===== src/rtl/led_sweep_pkg.sv =====
package led_sweep_pkg;
  typedef enum logic {DIR_DOWN = 1'b0, DIR_UP = 1'b1} sweep_dir_e;
  localparam logic SEL_MASK  = 1'b0;
  localparam logic SEL_VALUE = 1'b1;
endpackage


===== src/rtl/tick_div.sv =====
module tick_div #(
  parameter int unsigned DIV = 16
) (
  input  logic clk,
  input  logic rst_n,
  output logic tick
);
  localparam int unsigned CW = (DIV > 1) ? $clog2(DIV) : 1;
  localparam logic [CW-1:0] LAST = CW'(DIV - 1);

  logic [CW-1:0] cnt_q, cnt_d;

  assign tick = (cnt_q == LAST);

  always_comb begin
    cnt_d = cnt_q;
    if (tick) cnt_d = '0;
    else      cnt_d = cnt_q + 1'b1;
  end

  always_ff @(posedge clk or negedge rst_n) begin
    if (!rst_n) cnt_q <= '0;
    else        cnt_q <= cnt_d;
  end
endmodule


===== src/rtl/sweep_seq.sv =====
module sweep_seq
  import led_sweep_pkg::*;
#(
  parameter int unsigned N = 8,
  localparam int unsigned PW = (N > 1) ? $clog2(N) : 1
) (
  input  logic          clk,
  input  logic          rst_n,
  input  logic          step,
  output logic [PW-1:0] pos,
  output logic [N-1:0]  active
);
  localparam logic [PW-1:0] TOP = PW'(N - 1);

  logic [PW-1:0] pos_q, pos_d;
  sweep_dir_e    dir_q, dir_d;

  always_comb begin
    pos_d = pos_q;
    dir_d = dir_q;
    if (step) begin
      if (dir_q == DIR_UP) begin
        if (pos_q == TOP) begin
          pos_d = pos_q - 1'b1;
          dir_d = DIR_DOWN;
        end else begin
          pos_d = pos_q + 1'b1;
        end
      end else begin
        if (pos_q == '0) begin
          pos_d = pos_q + 1'b1;
          dir_d = DIR_UP;
        end else begin
          pos_d = pos_q - 1'b1;
        end
      end
    end
  end

  always_ff @(posedge clk or negedge rst_n) begin
    if (!rst_n) begin
      pos_q <= '0;
      dir_q <= DIR_UP;
    end else begin
      pos_q <= pos_d;
      dir_q <= dir_d;
    end
  end

  assign pos = pos_q;

  for (genvar i = 0; i < N; i++) begin : g_act
    assign active[i] = (pos_q == PW'(i));
  end
endmodule


===== src/rtl/trail_cell.sv =====
module trail_cell #(
  parameter int unsigned LW    = 8,
  parameter int unsigned SHIFT = 3
) (
  input  logic          clk,
  input  logic          rst_n,
  input  logic          active,
  input  logic          decay,
  output logic [LW-1:0] level,
  output logic          lit
);
  logic [LW-1:0] lvl_q, lvl_d, dec;
  logic [LW-1:0] acc_q, acc_d;
  logic          pdm_q, pdm_d;
  logic [LW:0]   sum;

  always_comb begin
    dec = lvl_q >> SHIFT;
    if (dec == '0) dec = LW'(1);
    lvl_d = lvl_q;
    if (active)                      lvl_d = '1;
    else if (decay && lvl_q != '0)   lvl_d = lvl_q - dec;
  end

  always_comb begin
    sum   = {1'b0, acc_q} + {1'b0, lvl_q};
    acc_d = sum[LW-1:0];
    pdm_d = sum[LW];
  end

  always_ff @(posedge clk or negedge rst_n) begin
    if (!rst_n) begin
      lvl_q <= '0;
      acc_q <= '0;
      pdm_q <= 1'b0;
    end else begin
      lvl_q <= lvl_d;
      acc_q <= acc_d;
      pdm_q <= pdm_d;
    end
  end

  assign level = lvl_q;
  assign lit   = active | pdm_q;
endmodule


===== src/rtl/led_sweep_trail.sv =====
module led_sweep_trail
  import led_sweep_pkg::*;
#(
  parameter int unsigned N_LEDS      = 8,
  parameter int unsigned LVL_W       = 8,
  parameter int unsigned DECAY_SHIFT = 3,
  parameter int unsigned STEP_DIV    = 6_250_000,
  parameter int unsigned DECAY_DIV   = 1_000_000,
  parameter logic [N_LEDS-1:0] INV_MASK = 8'hC0
) (
  input  logic              clk,
  input  logic              rst_n,
  input  logic              wr_en,
  input  logic              wr_sel,
  input  logic [N_LEDS-1:0] wr_data,
  output logic [N_LEDS-1:0] led_o
);
  localparam int unsigned PW = (N_LEDS > 1) ? $clog2(N_LEDS) : 1;

  logic [1:0] rst_pipe;
  logic       rst_sync_n;

  always_ff @(posedge clk or negedge rst_n) begin
    if (!rst_n) rst_pipe <= 2'b00;
    else        rst_pipe <= {rst_pipe[0], 1'b1};
  end
  assign rst_sync_n = rst_pipe[1];

  logic step_tick, decay_tick;

  tick_div #(.DIV(STEP_DIV)) i_step_div (
    .clk(clk), .rst_n(rst_sync_n), .tick(step_tick)
  );
  tick_div #(.DIV(DECAY_DIV)) i_decay_div (
    .clk(clk), .rst_n(rst_sync_n), .tick(decay_tick)
  );

  logic [PW-1:0]     pos;
  logic [N_LEDS-1:0] active;

  sweep_seq #(.N(N_LEDS)) i_seq (
    .clk(clk), .rst_n(rst_sync_n), .step(step_tick),
    .pos(pos), .active(active)
  );

  logic [N_LEDS-1:0]       lit;
  logic [N_LEDS*LVL_W-1:0] lvl_flat;

  for (genvar i = 0; i < N_LEDS; i++) begin : g_cell
    trail_cell #(.LW(LVL_W), .SHIFT(DECAY_SHIFT)) i_cell (
      .clk(clk), .rst_n(rst_sync_n),
      .active(active[i]), .decay(decay_tick),
      .level(lvl_flat[i*LVL_W +: LVL_W]), .lit(lit[i])
    );
  end

  logic [N_LEDS-1:0] ovr_mask_q, ovr_mask_d;
  logic [N_LEDS-1:0] ovr_val_q, ovr_val_d;

  always_comb begin
    ovr_mask_d = ovr_mask_q;
    ovr_val_d  = ovr_val_q;
    if (wr_en) begin
      if (wr_sel == SEL_MASK) ovr_mask_d = wr_data;
      else                    ovr_val_d  = wr_data;
    end
  end

  always_ff @(posedge clk or negedge rst_sync_n) begin
    if (!rst_sync_n) begin
      ovr_mask_q <= '0;
      ovr_val_q  <= '0;
    end else begin
      ovr_mask_q <= ovr_mask_d;
      ovr_val_q  <= ovr_val_d;
    end
  end

  logic [N_LEDS-1:0] led_on;
  assign led_on = (ovr_mask_q & ovr_val_q) | (~ovr_mask_q & lit);
  assign led_o  = led_on ^ INV_MASK;
endmodule


===== config.mk =====
export PLATFORM = sky130hd
export DESIGN_NAME = led_sweep_trail
export DESIGN_NICKNAME = d
export VERILOG_FILES = /design/src/rtl/led_sweep_pkg.sv /design/src/rtl/tick_div.sv /design/src/rtl/sweep_seq.sv /design/src/rtl/trail_cell.sv /design/src/rtl/led_sweep_trail.sv
export SDC_FILE = /design/constraint.sdc
export NUM_CORES = 1
export LEC_CHECK = 0
export BUFFER_PORTS_ARGS = -buffer_cell sky130_fd_sc_hd__buf_4
export CAP_MARGIN = 20
export CORE_MARGIN = 5
export CORE_UTILIZATION = 54
export CTS_CLUSTER_DIAMETER = 120
export CTS_CLUSTER_SIZE = 14
export DETAILED_ROUTE_END_ITERATION = 6
export GPL_TIMING_DRIVEN = 0
export PLACE_DENSITY = 0.74
export SLEW_MARGIN = 15
export SYNTH_ARGS = -nofsm -noshare
export SYNTH_HDL_FRONTEND = slang
export SYNTH_SLANG_ARGS = --single-unit

===== constraint.sdc =====
create_clock -name clk -period 6.5 [get_ports clk]
set_input_delay 0.975 -clock clk [delete_from_list [all_inputs] [get_ports clk]]
set_output_delay 0.975 -clock clk [all_outputs]
set_load 0.02 [all_outputs]

# Word level (Yosys, flattened, before mapping)
# Cells that the tools add are included.
# classes
add_sub_neg	20
eq_ne	9
n_mux	32
bitwise_logic	14
reduce_logical	35
# op_table
cell	count
8-bit two-way mux	16
8-bit by 8-bit adder with 9-bit output	8
8-bit zero test	8
8-bit nonzero test	8
8-bit subtractor	8
5-bit two-way mux	8
23-bit by 1-bit adder with 23-bit output (second input constant)	1
23-bit == test (second input constant)	1
23-bit two-way mux	1
20-bit by 1-bit adder with 20-bit output (second input constant)	1
20-bit == test (second input constant)	1
20-bit two-way mux	1
8-bit bitwise AND	2
2-bit nonzero test	8
3-bit == test (second input constant)	4
3-bit two-way mux	3
1-bit logical AND	8
8-bit NOT	1
1-bit OR	8
8-bit OR	1
3-bit by 2-bit == test with 1-bit output (second input constant)	2
2-bit AND reduction	2
3-bit by 1-bit adder with 3-bit output (second input constant)	1
3-bit by 1-bit == test with 1-bit output (second input constant)	1
5 further kinds	7
# word_totals
register_bits	201
inputBits	12
out_inout_bits	8
elab_cells	141

# Depth between registers and ports, before layout
# logic_depth
word_depth	5
mapped_depth	10
mapped_depth_nobuf	10

# Hierarchy
# Synthesis repeated with hierarchy kept, for this count alone.
# hier_totals
hier_cells	1161
hier_area_um2	12142.9
# by_module_without_submodules
mod	instances	cells_each	area_per_inst_um2	seq_area_each_um2
trail_cell (g_cell[1].i_cell ...)	4	106	1094.8	425.4
trail_cell (g_cell[4].i_cell ...)	3	112	1111.1	425.4
tick_div (i_step_div)	1	115	1141.1	575.6
trail_cell (g_cell[0].i_cell)	1	106	1093.5	425.4
tick_div (i_decay_div)	1	97	1046.0	500.5
led_sweep_trail	1	46	783.3	450.4
sweep_seq	1	37	366.6	101.3

# Worst setup path before layout
# Ideal clock, no wire load.
# synth_path
path_kind	reg2reg
startpoint	register g_cell[5].i_cell.lvl_q[7]
endpoint	register g_cell[5].i_cell.lvl_q[6]
setup_ps	71
t_arrival_ps	2300
t_required_ps	6429
slack_ps	4129
stages_incl_launch_ff	11
n_path_buf	0
synth_period_minus_slack_ps	2371
path_cell_list	dfrtp_1 > nor4_1 > or2_2 > ha_1 > inv_1 > fa_1 > a21o_1 > a21oi_1 > nor2b_1 > or4_1 > nand3_1
# synth_via
elab_chain_cells	5
elab_cells_between_ends	8
cone_classes	add/sub: 1; mux: 3; reduce/logical: 4
# synth_lines
item	line_no	source
start, declared	trail_cell.sv:12	logic [LW-1:0] lvl_q, lvl_d, dec;
start signal, assigned	trail_cell.sv:37	lvl_q <= lvl_d;
8-bit zero test	trail_cell.sv:19	if (dec == '0) dec = LW'(1);
5-bit two-way mux	trail_cell.sv:19	
8-bit subtractor	trail_cell.sv:22	else if (decay && lvl_q != '0) lvl_d = lvl_q - dec;
8-bit two-way mux	trail_cell.sv:22	
8-bit two-way mux	trail_cell.sv:21	if (active) lvl_d = '1;
# Parallel ways exist; a longest one is shown, timed or not. The select of a mux whose other input is x is not followed.
# A chain may end at the register's enable or synchronous reset.

# Worst setup path after layout
# layout_path
startpoint	register i_seq.pos_q[1] (netlist: i_seq.pos[1])
endpoint	output port led_o[7]
# layout_via
elab_chain_cells	5
# layout_lines
item	line_no	source
start, declared	sweep_seq.sv:15	logic [PW-1:0] pos_q, pos_d;
start signal, assigned	sweep_seq.sv:45	pos_q <= pos_d;
3-bit == test	sweep_seq.sv:53	assign active[i] = (pos_q == PW'(i));
1-bit OR	trail_cell.sv:44	assign lit = active | pdm_q;
8-bit bitwise AND	led_sweep_trail.sv:80	assign led_on = (ovr_mask_q & ovr_val_q) | (~ovr_mask_q & lit);
8-bit OR	led_sweep_trail.sv:80	
2-bit NOT (no source line)	n/a	
end, declared	led_sweep_trail.sv:16	output logic [N_LEDS-1:0] led_o
# No other way between the ends.

==> metrics.yaml <==
power_and_ir_drop:
  powerDensity_nw_per_um2: 183
  leakage_nw: 6.42
  total_power_mw: 2.35
  ir_drop_v: 0.000114
sta:
  relSlewSlack: 0.298
  post-route-min-period_ns: 3.06
  rsz0062_at_grt: "no"
  clock_skew_ns: 0.0136
  setup_viol: 0
  fin_crit_sh: 0.471
  report.final.slew_viol_count: 0
  finalHoldViolations: 0
  setup_slack_ns: 3.44
  setup_tns_ns: 0
  tightestPinTransition_ns: 1.05
  fmax_mhz: 326
  holdWs_ns: 0.205
yosys:
  syn_area_per_cell_um2: 10.2
  yosys-top-cells-area: "dfrtp_1, ha_1, xnor2_1, inv_1, nand2_1"
  yosys_warnings: 0
  synth_area_leader_cell: "dfrtp_1"
  synth_xor_area_frac: 0.0776
  synth_top_family_by_area: "simple AND/OR/NAND/NOR gates"
  netlist_instances: 1157
  yosys.cell_types.count: 54
  syn_area_um2: 11700
  synth_compound_area_frac: 0.114
  ys_seq_elements: 201
  synthAdderAreaFrac: 0.151
  syn-num-nets: 1301
  yosys.area_share.simple: 0.171
  synthMuxAreaShare: 0.0223
  ys_seq_area_frac: 0.428
  synth_top_cell_area_share: 0.426
  postSynth.asyncResetShare: 1.00
  synth_flop_cell: "dfrtp_1"
  synth-edff-count: 0
critical_path:
  path_class: "register to output pin"
  required_ns: 5.52
  endpoint_kind: "output pin"
  critPathMaxFanout: 4
  rrSetupSlack_ns: 3.60
  r2r_end: "g_cell[1].i_cell.level[7]$_DFFE_PN0P_"
  worstPathArrival_ns: 2.09
  startpoint_type: "register"
  r2r_cells: 6
  r2r-start: "i_decay_div.cnt_q[0]$_DFF_PN0_"
final_layout:
  area_delta_synth_final_pct: 9.44
  fin_nets: 1344
  n_antenna_cell: 0
  multi_input_area_um2: 6290
  register_area_um2: 5030
  fillCellCount: 1838
  drive_gt1_frac: 0.0730
place:
  place.gp.congestion: 0.876
  dpl.hpwl_um: 16300
  post-place-ws_ns: 3.64
  io_buffers: 19
die:
  io_pins: 20
  dieArea_um2: 24800
  die_h_um: 157
  placementRows: 54
  core-area_um2: 21600
  fp.dieW_um: 157
  start_util: 0.543
clock_network:
  holdBufCountCts: 0
  post-cts-setup-buffer-count: 0
  htreeDepth: 1
  cts_buffers: 18
  clk_pin_slew_ns: 0.07
  cts_tree: "yes"
  cts_sinks: 201
  cts_buffer_depth: 3
  ctsResizeCount: 0
  clk_latency_ns: 0.49
  cts_root_buffer: "clkbuf_16"
routing:
  viasPerCell: 5.65
  postRouteAntennaNets: 0
  drcViolationCount: 0
  vias: 8393
  wl_um: 22500
  drtIter0Drc: 440
  wl_per_cell_um: 15.1
  drt_first_pass_iters: 4
global_routing:
  grt_max_degree: 59
  grt_pass1_wl_um: 39700
  antenna_found_initial: 0
  grt_pass1_vias: 8570
  grt_use_total: 0.190
  grt.overflow.total: 0
hold_path:
  min_path_type: "register to asynchronous set/reset pin"
status:
  outcome: "complete, no violations"
flow_run:
  cap_violations: 0
how the worst max path moves through the flow:
stage                                         startpoint                                     to  depth (start not counted)
final                           i_seq.pos[1]$_DFFE_PN0N_                               led_o[7]                          6
after global routing            i_seq.pos[1]$_DFFE_PN0N_                               led_o[7]                          6
after CTS                       i_seq.pos[0]$_DFFE_PN0N_                               led_o[7]                          6
after detailed placement  i_decay_div.cnt_q[0]$_DFF_PN0_  g_cell[1].i_cell.level[7]$_DFFE_PN0P_                          6
after global placement             rst_pipe[1]$_DFF_PN0_    g_cell[3].i_cell.acc_q[0]$_DFF_PN0_                          0
after floorplan                    rst_pipe[1]$_DFF_PN0_    g_cell[0].i_cell.acc_q[0]$_DFF_PN0_                          0
stage by stage:
stage	area (um2)	util	std cells
after CTS	12900	0.595	1486
after global routing	12900	0.595	1486
final	12900	0.595	1486
after detailed placement	12300	0.571	1460
after global placement	12200	0.566	1456
after floorplan	11700	-	1157
cell usage in the layout (no fill, tap or decap), types with 7 or more instances in the layout:
cell type,instances
mux2i_1,7
buf_4,19
nand4b_1,7
fa_1,16
and3_1,9
a31oi_1,8
nand3b_1,9
nand2_1,100
nor2b_1,16
o31ai_1,10
o21a_1,11
or3_1,11
nand3_1,48
or2_2,17
nand4_1,15
xor2_1,39
inv_1,103
a21oi_1,56
dfrtp_1,199
xnor2_1,65
nor3_1,24
clkbuf_16,19
o211ai_1,31
nor4_1,21
or4_1,11
ha_1,116
a21boi_0,8
a21o_1,10
o21ai_0,45
nor2_1,49
mux2_2,17
clkbuf_1,13
and2_1,15
report_power, final:
part	internal (mW)	leakage (nW)	total, mW	switching (mW)
Clock	0.534	0.247	0.989	0.455
Combinational	0.0364	3.49	0.0849	0.0485
Sequential	1.27	2.68	1.28	0.0108
Total	1.84	6.42	2.35	0.514
logic make-up (layout without fill, tap and decap cells):
| logic type | after synthesis | in the layout |
|---|---|---|
| simple gates | 374 | 374 |
| compound gates | 209 | 209 |
| flops | 201 | 201 |
| fa+ha+maj | 132 | 132 |
| buf+inv | 112 | 161 |
| xor+xnor | 104 | 104 |
| mux | 24 | 24 |
| other cells | 1 | 1 |
synthesized netlist by cell type (all sizes together) (5+ instances only):
| master | number |
|---|---|
| nand2 | 100 |
| or3 | 11 |
| nand3 | 49 |
| and4 | 5 |
| mux2i | 7 |
| or2 | 17 |
| nand4b | 7 |
| and3 | 9 |
| xor2 | 39 |
| ha | 116 |
| nand3b | 9 |
| o31ai | 10 |
| o21ai | 45 |
| clkbuf | 7 |
| dfrtp | 200 |
| nor3 | 24 |
| a311oi | 5 |
| nor2 | 50 |
| nor4 | 23 |
| and2 | 15 |
| fa | 16 |
| o21a | 11 |
| nand2b | 6 |
| inv | 103 |
| xnor2 | 65 |
| nor2b | 16 |
| mux2 | 17 |
| a21oi | 56 |
| a211oi | 6 |
| a21boi | 8 |
| o211ai | 31 |
| a31oi | 8 |
| nand4 | 15 |
| a21o | 10 |
| or4 | 11 |
critical path: stages, from the launching register on:
cell     delay, ns
dfrtp_1       0.41
ha_1          0.22
ha_1          0.27
nor2_1        0.22
nor2_1        0.06
a21oi_1       0.22
buf_4         0.20
area by class of cell:
cell class	instances	share of cell area
plain buffers	9	0.00282
repair buffers	23	0.0191
flip-flops and latches	201	0.392
multi-input cells	844	0.489
inverters	103	0.0301
well taps	280	0.0273
clock inverters	1	0.000876
clock buffers	25	0.0387
metal layers:
metal | up-vias | global-route usage | part of all wire
met1 | 4097 | 0.263 | 0.48
met4 | 0 | 0.0447 | 0.016
met3 | 32 | 0.0258 | 0.028
li1 | 4181 | - | -
met5 | - | 0 | 0
met2 | 83 | 0.320 | 0.48
sequential cells by signal (all words and copies together) (netlist names):
signal and count:
i_seq.dir_q 1, g_cell.i_cell.level 64, rst_pipe 2, g_cell.i_cell.pdm_q 8, i_step_div.cnt_q 23, ovr_mask_q 8
g_cell.i_cell.acc_q 64, ovr_val_q 8, i_seq.pos 3, i_decay_div.cnt_q 20
Note: power is estimated with default switching activity, not from simulation.
